File: config.mk
export PLATFORM = sky130hd
export DESIGN_NAME = timekeep_bank
export DESIGN_NICKNAME = d
export VERILOG_FILES = /design/src/rtl/tk_pkg.sv /design/src/rtl/tk_clock.sv /design/src/rtl/tk_alarm.sv /design/src/rtl/tk_watchdog.sv /design/src/rtl/timekeep_bank.sv
export SDC_FILE = /design/constraint.sdc
export NUM_CORES = 1
export LEC_CHECK = 0
export ABC_AREA = 1
export BUFFER_PORTS_ARGS = -buffer_cell sky130_fd_sc_hd__buf_2
export CORE_AREA = 2 2 151 153
export DETAILED_ROUTE_END_ITERATION = 8
export DIE_AREA = 0 0 153 155
export GPL_ROUTABILITY_DRIVEN = 0
export HOLD_SLACK_MARGIN = 0.02
export PLACE_DENSITY = 0.9
export SYNTH_ARGS = -nofsm -noshare
export SYNTH_HDL_FRONTEND = slang
export SYNTH_SLANG_ARGS = --single-unit
export TNS_END_PERCENT = 20
File: constraint.sdc
create_clock -name clk -period 5.3 [get_ports clk]
set_clock_uncertainty 0.15 [all_clocks]
set_input_delay 1.06 -clock clk [delete_from_list [all_inputs] [get_ports clk]]
set_output_delay 1.06 -clock clk [all_outputs]
set_load 0.02 [all_outputs]
File: src/rtl/tk_pkg.sv
package tk_pkg;
  localparam int NUM_TIME = 7;
  localparam int NUM_ALM  = 5;
  localparam logic [3:0] OFF_FLAGS = 4'd0;
  localparam logic [3:0] OFF_CENT  = 4'd1;
  localparam logic [3:0] OFF_ALM0  = 4'd2;
  localparam logic [3:0] OFF_WDOG  = 4'd7;
  localparam logic [3:0] OFF_CTRL  = 4'd8;
  localparam logic [3:0] OFF_TIME0 = 4'd9;

  // field k sits at bits [8k +: 8]: sec, min, hour, wday, date, month, year
  typedef struct packed {
    logic [7:0] year;
    logic [7:0] month;
    logic [7:0] date;
    logic [7:0] wday;
    logic [7:0] hour;
    logic [7:0] min;
    logic [7:0] sec;
  } tk_time_t;

  localparam tk_time_t TIME_RESET = '{year: 8'h00, month: 8'h01, date: 8'h01,
                                      wday: 8'h01, hour: 8'h00, min: 8'h00, sec: 8'h00};

  function automatic logic [7:0] bcd_inc(input logic [7:0] v);
    if (v[3:0] >= 4'd9) return {v[7:4] + 4'd1, 4'd0};
    return {v[7:4], v[3:0] + 4'd1};
  endfunction

  function automatic logic [7:0] last_date(input logic [7:0] month, input logic [7:0] year);
    logic [6:0] ybin;
    ybin = 7'(year[7:4]) * 7'd10 + 7'(year[3:0]);
    case (month)
      8'h02:                      return (ybin[1:0] == 2'b00) ? 8'h29 : 8'h28;
      8'h04, 8'h06, 8'h09, 8'h11: return 8'h30;
      default:                    return 8'h31;
    endcase
  endfunction
endpackage

File: src/rtl/tk_clock.sv
module tk_clock
  import tk_pkg::*;
(
  input  logic     clk,
  input  logic     rst,
  input  logic     tick,
  input  logic     hold,
  input  logic     load,
  input  tk_time_t load_val,
  output tk_time_t now,
  output logic     year_wrap
);
  tk_time_t nxt;
  logic     wrap_c;

  always_comb begin
    nxt    = now;
    wrap_c = 1'b0;
    if (now.sec != 8'h59) nxt.sec = bcd_inc(now.sec);
    else begin
      nxt.sec = 8'h00;
      if (now.min != 8'h59) nxt.min = bcd_inc(now.min);
      else begin
        nxt.min = 8'h00;
        if (now.hour != 8'h23) nxt.hour = bcd_inc(now.hour);
        else begin
          nxt.hour = 8'h00;
          nxt.wday = (now.wday == 8'h07) ? 8'h01 : bcd_inc(now.wday);
          if (now.date != last_date(now.month, now.year)) nxt.date = bcd_inc(now.date);
          else begin
            nxt.date = 8'h01;
            if (now.month != 8'h12) nxt.month = bcd_inc(now.month);
            else begin
              nxt.month = 8'h01;
              if (now.year != 8'h99) nxt.year = bcd_inc(now.year);
              else begin
                nxt.year = 8'h00;
                wrap_c   = 1'b1;
              end
            end
          end
        end
      end
    end
  end

  always_ff @(posedge clk) begin
    if (rst) begin
      now       <= TIME_RESET;
      year_wrap <= 1'b0;
    end else begin
      year_wrap <= 1'b0;
      if (load) now <= load_val;
      else if (tick && !hold) begin
        now       <= nxt;
        year_wrap <= wrap_c;
      end
    end
  end
endmodule

File: src/rtl/tk_alarm.sv
module tk_alarm
  import tk_pkg::*;
(
  input  logic [NUM_ALM-1:0][7:0] alm,
  input  logic [NUM_ALM-1:0][7:0] cur,
  output logic                    all_match
);
  logic [NUM_ALM-1:0] fmatch;

  for (genvar i = 0; i < NUM_ALM; i++) begin : g_field
    assign fmatch[i] = alm[i][7] || (alm[i][6:0] == cur[i][6:0]);
  end

  assign all_match = &fmatch;
endmodule

File: src/rtl/tk_watchdog.sv
module tk_watchdog #(
  parameter int UNIT_CYCLES = 256,
  parameter int RST_CYCLES  = 4
) (
  input  logic       clk,
  input  logic       rst,
  input  logic [6:0] count_in,
  input  logic       reload,
  output logic       timeout,
  output logic       steer_q,
  output logic       rst_out,
  input  logic       steer_in
);
  localparam int PRE_W = (UNIT_CYCLES > 1) ? $clog2(UNIT_CYCLES) : 1;
  localparam int RC_W  = $clog2(RST_CYCLES + 1);
  localparam logic [PRE_W-1:0] PRE_LAST = PRE_W'(UNIT_CYCLES - 1);

  logic [PRE_W-1:0] pre_q;
  logic [6:0]       cnt_q;
  logic             armed_q;
  logic [RC_W-1:0]  rcnt_q;
  logic             unit_done;

  assign unit_done = (pre_q == PRE_LAST);

  always_ff @(posedge clk) begin
    if (rst) begin
      pre_q   <= '0;
      cnt_q   <= '0;
      armed_q <= 1'b0;
      timeout <= 1'b0;
      steer_q <= 1'b0;
      rcnt_q  <= '0;
    end else begin
      timeout <= 1'b0;
      if (rcnt_q != '0) rcnt_q <= rcnt_q - 1'b1;
      if (reload) begin
        pre_q   <= '0;
        cnt_q   <= count_in;
        armed_q <= (count_in != 7'd0);
        steer_q <= steer_in;
      end else if (armed_q) begin
        pre_q <= unit_done ? '0 : pre_q + 1'b1;
        if (unit_done) begin
          if (cnt_q == 7'd1) begin
            armed_q <= 1'b0;
            timeout <= 1'b1;
            if (!steer_q) rcnt_q <= RC_W'(RST_CYCLES);
          end else begin
            cnt_q <= cnt_q - 1'b1;
          end
        end
      end
    end
  end

  assign rst_out = (rcnt_q != '0);
endmodule

File: src/rtl/timekeep_bank.sv
module timekeep_bank
  import tk_pkg::*;
#(
  parameter int ADDR_W         = 19,
  parameter int WD_UNIT_CYCLES = 256,
  parameter int WD_RST_CYCLES  = 4
) (
  input  logic              clk,
  input  logic              rst,
  input  logic              sel,
  input  logic              we,
  input  logic [ADDR_W-1:0] addr,
  input  logic [7:0]        wdata,
  output logic [7:0]        rdata,
  output logic              bank_hit,
  input  logic              sec_tick,
  input  logic              pwr_ok,
  input  logic              bat_low,
  input  logic              wdi,
  output logic              irq,
  output logic              wd_rst,
  output logic [7:0]        flag_bits
);
  localparam int OFF_W = 4;

  logic             hit_c, wr, rd;
  logic [OFF_W-1:0] off;
  logic [7:0]       ctrl_q, wd_set_q, cent_q;
  logic [NUM_ALM-1:0][7:0] alm_q;
  logic             af_q, wdf_q, wdirq_q, bat_q, tick_d;
  logic [2:0]       wdi_sync;
  tk_time_t         now_t, shadow_q, snap_q, view;
  logic             load_p, w_rise, r_rise, hold_q, year_wrap, all_match;
  logic             wd_timeout, wd_steer, wd_reload, wd_wr;
  logic [7:0]       wd_new;

  assign hit_c  = sel && (&addr[ADDR_W-1:OFF_W]);
  assign off    = addr[OFF_W-1:0];
  assign wr     = hit_c && we && pwr_ok;
  assign rd     = hit_c && !we;
  assign hold_q = ctrl_q[7];
  assign load_p = wr && (off == OFF_CTRL) && !wdata[7] && ctrl_q[7];
  assign w_rise = wr && (off == OFF_CTRL) && wdata[7] && !ctrl_q[7];
  assign r_rise = wr && (off == OFF_CTRL) && wdata[6] && !ctrl_q[6];

  tk_clock u_clock (
    .clk      (clk),
    .rst      (rst),
    .tick     (sec_tick),
    .hold     (hold_q),
    .load     (load_p),
    .load_val (shadow_q),
    .now      (now_t),
    .year_wrap(year_wrap)
  );

  tk_alarm u_alarm (
    .alm      (alm_q),
    .cur      ({now_t.month, now_t.date, now_t.hour, now_t.min, now_t.sec}),
    .all_match(all_match)
  );

  assign wd_wr     = wr && (off == OFF_WDOG);
  assign wd_new    = wd_wr ? wdata : wd_set_q;
  assign wd_reload = wd_wr || (wdi_sync[2] ^ wdi_sync[1]);

  tk_watchdog #(
    .UNIT_CYCLES(WD_UNIT_CYCLES),
    .RST_CYCLES (WD_RST_CYCLES)
  ) u_wdog (
    .clk     (clk),
    .rst     (rst),
    .count_in(wd_new[6:0]),
    .reload  (wd_reload),
    .timeout (wd_timeout),
    .steer_q (wd_steer),
    .rst_out (wd_rst),
    .steer_in(wd_new[7])
  );

  // configuration and holding registers
  always_ff @(posedge clk) begin
    if (rst) begin
      ctrl_q   <= '0;
      wd_set_q <= '0;
      cent_q   <= '0;
      alm_q    <= '0;
      shadow_q <= TIME_RESET;
      snap_q   <= TIME_RESET;
      wdi_sync <= '0;
    end else begin
      wdi_sync <= {wdi_sync[1:0], wdi};
      if (wr && off == OFF_CTRL) ctrl_q <= wdata;
      if (wd_wr) wd_set_q <= wdata;
      for (int i = 0; i < NUM_ALM; i++)
        if (wr && off == OFF_ALM0 + 4'(i)) alm_q[i] <= wdata;
      if (wr && off == OFF_CENT) cent_q <= wdata;
      else if (year_wrap) cent_q <= (cent_q == 8'h99) ? 8'h00 : bcd_inc(cent_q);
      if (r_rise) snap_q <= now_t;
      if (w_rise) shadow_q <= now_t;
      else if (wr && ctrl_q[7]) begin
        for (int k = 0; k < NUM_TIME; k++)
          if (off == OFF_TIME0 + 4'(k)) shadow_q[8*k +: 8] <= wdata;
      end
    end
  end

  // flags and interrupt
  always_ff @(posedge clk) begin
    if (rst) begin
      af_q    <= 1'b0;
      wdf_q   <= 1'b0;
      wdirq_q <= 1'b0;
      bat_q   <= 1'b0;
      tick_d  <= 1'b0;
      irq     <= 1'b0;
    end else begin
      tick_d <= sec_tick && !hold_q && !load_p;
      bat_q  <= bat_low;
      irq    <= af_q || wdirq_q;
      if (tick_d && all_match) af_q <= 1'b1;
      else if (rd && off == OFF_FLAGS) af_q <= 1'b0;
      if (wd_timeout) begin
        wdf_q <= 1'b1;
        if (wd_steer) wdirq_q <= 1'b1;
      end else if (rd && off == OFF_FLAGS) begin
        wdf_q   <= 1'b0;
        wdirq_q <= 1'b0;
      end
    end
  end

  assign flag_bits = {wdf_q, af_q, 1'b0, bat_q, 4'b0000};
  assign view      = ctrl_q[6] ? snap_q : (ctrl_q[7] ? shadow_q : now_t);

  // read port
  always_ff @(posedge clk) begin
    if (rst) begin
      rdata    <= '0;
      bank_hit <= 1'b0;
    end else begin
      bank_hit <= rd;
      rdata    <= '0;
      if (rd) begin
        if (off == OFF_FLAGS) rdata <= flag_bits;
        else if (off == OFF_CENT) rdata <= cent_q;
        else if (off == OFF_WDOG) rdata <= wd_set_q;
        else if (off == OFF_CTRL) rdata <= ctrl_q;
        else begin
          for (int i = 0; i < NUM_ALM; i++)
            if (off == OFF_ALM0 + 4'(i)) rdata <= alm_q[i];
          for (int k = 0; k < NUM_TIME; k++)
            if (off == OFF_TIME0 + 4'(k)) rdata <= view[8*k +: 8];
        end
      end
    end
  end
endmodule


# ---- Yosys cells after proc, flatten, opt, wreduce, memory -nomap -nowiden
# Index checks and enable logic that the tools add are counted.
dict set report op_classes {
  reduce_logical 85
  shifts 0
  div 0
  mul 1
  muxes 123
  magnitude_cmp 8
  add_sub_neg 20
  bitwise 5
  n_eq_ne 48
}
# cell count
set ops {}
lappend ops {{$mux W8} 55}
lappend ops {{$mux W56} 6}
lappend ops {{$add A4 B1 Y4 const B} 16}
lappend ops {{$mux W48} 1}
lappend ops {{$mux W1} 47}
lappend ops {{$mux W40} 1}
lappend ops {{$eq A7 B7 Y1} 5}
lappend ops {{$eq A4 B4 Y1 const B} 8}
lappend ops {{$ge A4 B4 Y1 const B} 8}
lappend ops {{$mux W32} 1}
lappend ops {{$mux W7} 4}
lappend ops {{$reduce_bool A2 Y1} 14}
lappend ops {{$eq A8 B3 Y1 const B} 3}
lappend ops {{$logic_and A1 B1 Y1} 23}
lappend ops {{$reduce_and A2 Y1} 11}
lappend ops {{$reduce_and A5 Y1} 4}
lappend ops {{$mux W3} 6}
lappend ops {{$ne A3 B3 Y1 const B} 6}
lappend ops {{$eq A4 B3 Y1 const B} 4}
lappend ops {{$eq A8 B8 Y1 const B} 2}
lappend ops {{$mux W16} 1}
lappend ops {{$ne A8 B7 Y1 const B} 2}
lappend ops {{$pmux W8 S2} 1}
lappend ops {{$reduce_and A15 Y1} 1}
lappend ops {{33 further kinds} 60}
dict set report totals {
  mem_bits_ro 0
  regBits 272
  latchBits 0
  ram_bits 0
  n_memories 0
  in_bits 35
}

# ---- Logic depth before layout (Yosys ltp)
dict set report depth {
  word_depth 22
  mapped_depth 17
  mapped_depth_nobuf 17
}

# ---- Cells and area by module
# Synthesis repeated with hierarchy kept, for this count alone.
dict set report unflattened {
  hier_cells 2366
  hier_area_um2 15758.9
}
# module area_per_inst_um2 n_inst cells_each
set modules_own_cells {}
lappend modules_own_cells {timekeep_bank 9894.5 1 1488}
lappend modules_own_cells {tk_clock 4042.6 1 579}
lappend modules_own_cells {tk_watchdog 1227.4 1 172}
lappend modules_own_cells {tk_alarm 594.3 1 127}

# ---- Least setup slack after synthesis
# Ideal clock, no wire load.
dict set report synth_timing {
  path_type {input -> register}
  from {input port addr[14]}
  to {register shadow_q[24] in the netlist's numbering}
  setup_time_ns 0.125
  t_arrival_ns 2.508
  path_stages 12
  setup_slack_ns 2.517
  path_cell_list {nand4_1 > nor3_4 > nand2_4 > nor2_8 > nand2_2 > nand2_1 > inv_2 > nor2_2 > buf_2 > o211ai_1 > o21ai_1 > nand2_1}
}
dict set report synth_between {
  elab_chain_cells 9
}
# element line
set synth_lines {}
lappend synth_lines {{from (decl)} timekeep_bank.sv:12} ;# input logic [ADDR_W-1:0] addr,
lappend synth_lines {{$reduce_and A15 Y1 *} timekeep_bank.sv:37} ;# assign hit_c = sel && (&addr[ADDR_W-1:OFF_W]);
lappend synth_lines {{$logic_and A1 B1 Y1 *} timekeep_bank.sv:37}
lappend synth_lines {{$logic_and A1 B1 Y1 * (2 in a row)} timekeep_bank.sv:39} ;# assign wr = hit_c && we && pwr_ok;
lappend synth_lines {{$logic_and A1 B1 Y1 (3 in a row)} timekeep_bank.sv:43} ;# assign w_rise = wr && (off == OFF_CTRL) && wdata[7] && !ctrl_q[7];
lappend synth_lines {{$reduce_bool A2 Y1 (no source line)} -}
lappend synth_lines {{$reduce_and A2 Y1 (no source line)} -}
lappend synth_lines {{to (signal assigned)} timekeep_bank.sv:100} ;# if (w_rise) shadow_q <= now_t;
lappend synth_lines {{to (signal, indexed assignment)} timekeep_bank.sv:103} ;# if (off == OFF_TIME0 + 4'(k)) shadow_q[8*k +: 8] <= wdata;
lappend synth_lines {{to (decl)} timekeep_bank.sv:32} ;# tk_time_t now_t, shadow_q, snap_q, view;
# Every way passes the cells marked *; elsewhere a longest branch is shown, timed or not.
# A chain may end at the register's enable or synchronous reset.

# ---- Worst setup path after layout
dict set report layout_timing {
  from {input port addr[0]}
  to {register shadow_q[2] in the netlist's numbering}
}
dict set report layout_between {
  elab_chain_cells 6
}
# element line
set layout_lines {}
lappend layout_lines {{$eq A4 B4 Y1} timekeep_bank.sv:43}
lappend layout_lines {{$logic_and A1 B1 Y1 (3 in a row)} timekeep_bank.sv:43}
lappend layout_lines {{$reduce_bool A2 Y1 (no source line)} -}
lappend layout_lines {{$reduce_and A2 Y1 (no source line)} -}
# Several ways; a longest one is shown, not always the timed one.

==> metrics.txt <==
vias in the first global route=14317; Post-Syn Area=0.0148 mm2; most frequent CP cell=inv_2; via/cell ratio=6.43; Slew HR=12.6%; largest stage delay on the critical path=770 ps; switching part of the total power=23.7%; CTS Buf Count=28; initial antenna violation count=1; crit share post-route=71.9%; area of the multi-input gates=roughly 0.008 mm2; number of fillers in the final layout=about 1700; Total GRT Usage=between 30 and 40%; DPL Wire Length=30800 um; Setup Buffers After CTS=0; CP top delay family=buffers and inverters; FF+latch count, synth=272; Post-synth EDFFs=0; Syn Area/Cell=6.99 um2; final setup vio count=0; CTS tree=done; most frequent cells after synthesis=nand2_1, dfxtp_1, o21ai_0; ranking of synthesized cells by area=dfxtp_1, nand2_1, o21ai_0, a21oi_1, inv_1; CP Buf/Inv Count=6; Die H=155 um; cts-stage hold buffer count=0; Leakage=0.00661 uW; final core occ=71.5%; FF/Latch Area=0.00545 mm2; clk_lat worst skew=570 ps; Crit Path Max Fanout=36; TritonRoute pass-1 iters=6; most frequent cell after synthesis=nand2_1; post-route ant nets=0; CTS H-tree depth=1; initial core utilization=66.5%; first-pass GRT wire length=73000 um; fraction of layout cells with a size suffix above 1=between 7 and 8%; ys async rst share=0%; Mapped Cells=about 2100; wire length after detailed routing=46200 um; Crit Path Class=in2reg; Layout area overhead=7.45%; Final Critical Period=around 3800 ps; RSZ-0062 raised after global routing=false; Min-Delay Path Class=reg2reg; Clock Path Buffers=3; P per Cell Area=273 mW/mm2; CP max-delay cell=inv_2; synth warn=0; total congestion overflow=0; # Max-Cap Violations=0; CTS sink cnt=272; critical-path cell list=buf_2 > nor2_1 > inv_2 > nor2_1 > buf_4 > inv_2 > nor2_8 > nand2_2 > inv_2 > nand2_1 > inv_2 > nand2_1 > a31oi_1; library cells used by synthesis=49; Worst Path Required=around 5600 ps; status=completed; Vias=around 15000; clock root buffer=clkbuf_16; Worst IR Drop VDD=between 0.0003 and 0.0004 V; sw power=between 1000 and 1500 uW; Peak Freq=0.262 GHz; setup TNS=0 ps; drt initial violations=2151; internal power=3310 uW; nets=about 2200; CORE AREA=0.0222 mm2; arrival time worst endpoint=between 4000 and 5000 ps; Slew @ Worst Pin=1310 ps; area share of the largest cell type after synthesis=36.8%; I/O pins=54; CP Launch Type=input port; Post-CTS Resized=0; Crit. End Element=flip-flop; sequential power share=47.9%; Post-route DRC=0; largest net degree at the start of global routing=roughly 150; Die ar.=roughly 0.024 mm2; Clk pwr share=46.4%; CTS clk-pin slew, worst paths=60 ps; wire per inst=19.3 um; endpoints failing hold=0; Slew Viols, Final=0; PortBufs=48; Gate power share=5.7%; sequential area share after synthesis=between 30% and 40%; area leader, netlist=dfxtp_1; Synth Flop Type=dfxtp_1; row cnt=between 50 and 60; die width=between 150 and 200 um
-- final cells by class --
type,count,area share [%]
Multi-Input combinational cell,1512,50.3
Tap cell,285,2.24
Inverter,214,5.07
Clock inverter,6,0.575
Clock buffer,46,5.28
Timing Repair Buffer,60,2.24
Sequential cell,272,34.3
Antenna cell,1,0.0157
-- cells by family (layout without fill, tap and decap cells) --
| group | after synthesis | in the layout | share of synthesized area [%] |
|---|---|---|---|
| AO/OA/AOI/OAI | 636 | 636 | 23.5 |
| adder cells (fa/ha/maj) | 47 | 47 | 3.98 |
| other | 1 | 6 | 0.0254 |
| flip-flops | 272 | 272 | 36.8 |
| buffers and inverters | 337 | 326 | 9.22 |
| XOR/XNOR | 69 | 69 | 4.09 |
| AND/OR/NAND/NOR | 755 | 755 | 22.4 |
-- routing by layer --
layer / vias up / part of all wire [%] / wire length, um / track usage, %
met5: - / 0 / 0 / 0
met1: 6941 / 37 / 16900 / 47.4
li1: 7066 / - / - / -
met3: 301 / 14 / 6260 / 10.3
met4: 0 / 7.7 / 3560 / 24.7
met2: 1107 / 42 / 19500 / 57.3
-- power groups by stage --
stage                     Clock (uW)  Combinational, uW  Sequential, uW
after floorplan                    0                163            2120
after global placement             0                230            2120
after detailed placement           0                237            2120
after CTS                       2000                238            2080
after global routing            2080                268            2080
final                           2010                246            2080
-- placed cells by master, fill, tap and decap left out, types with 30 or more instances in the layout --
master / instances
inv_1: 195
nor2_1: 192
xor2_1: 39
nand2_1: 359
buf_2: 48
dfxtp_1: 271
nand4_1: 47
ha_1: 47
xnor2_1: 30
o21ai_0: 269
a31oi_1: 65
nand3_1: 77
o211ai_1: 48
a21oi_1: 200
-- stage by stage --
stage | power [uW] | hold slack, ps | instances | setup slack [ps] | area (um2)
2_1_floorplan | 2280 | 238 | 2121 | 2520 | 14800
3_3_place_gp | 2350 | 250 | 2343 | 1260 | 15000
3_5_place_dp | 2360 | 256 | 2343 | 1150 | 15000
4_1_cts | 4320 | 265 | 2395 | 1680 | 15900
5_1_grt | 4430 | 303 | 2396 | 1360 | 15900
6_report | 4330 | 263 | 2396 | 1490 | 15900
-- registers in the layout, indices dropped and copies added (netlist names), 3 cells and up --
register       count
u_wdog.cnt_q       7
ctrl_q             8
u_clock.now       56
u_wdog.rcnt_q      3
shadow_q          56
snap_q            56
wdi_sync           3
wd_set_q           8
rdata              8
alm_q             40
u_wdog.pre_q       8
cent_q             8
-- tightest hold or removal path: cells and delay by family, from the launching register on --
| family | cells | cell delay [ps] |
|---|---|---|
| buffers and inverters | 1 | 40 |
| DFF | 1 | 300 |
| and+or+nand+nor | 1 | 30 |
-- worst paths after layout --
path | from | endpoint | slack (ps) | depth (start not counted)
setup / recovery | addr[0] | shadow_q[2] | 1490 | 13
hold / removal | wdi_sync[0] | wdi_sync[1] | 260 | 2
setup reg to reg | u_clock.now[0] | u_clock.now[40] | 2000 | 11
hold reg to reg | wdi_sync[0] | wdi_sync[1] | 260 | 2
No activity file was read; power rests on OpenSTA's default activity.
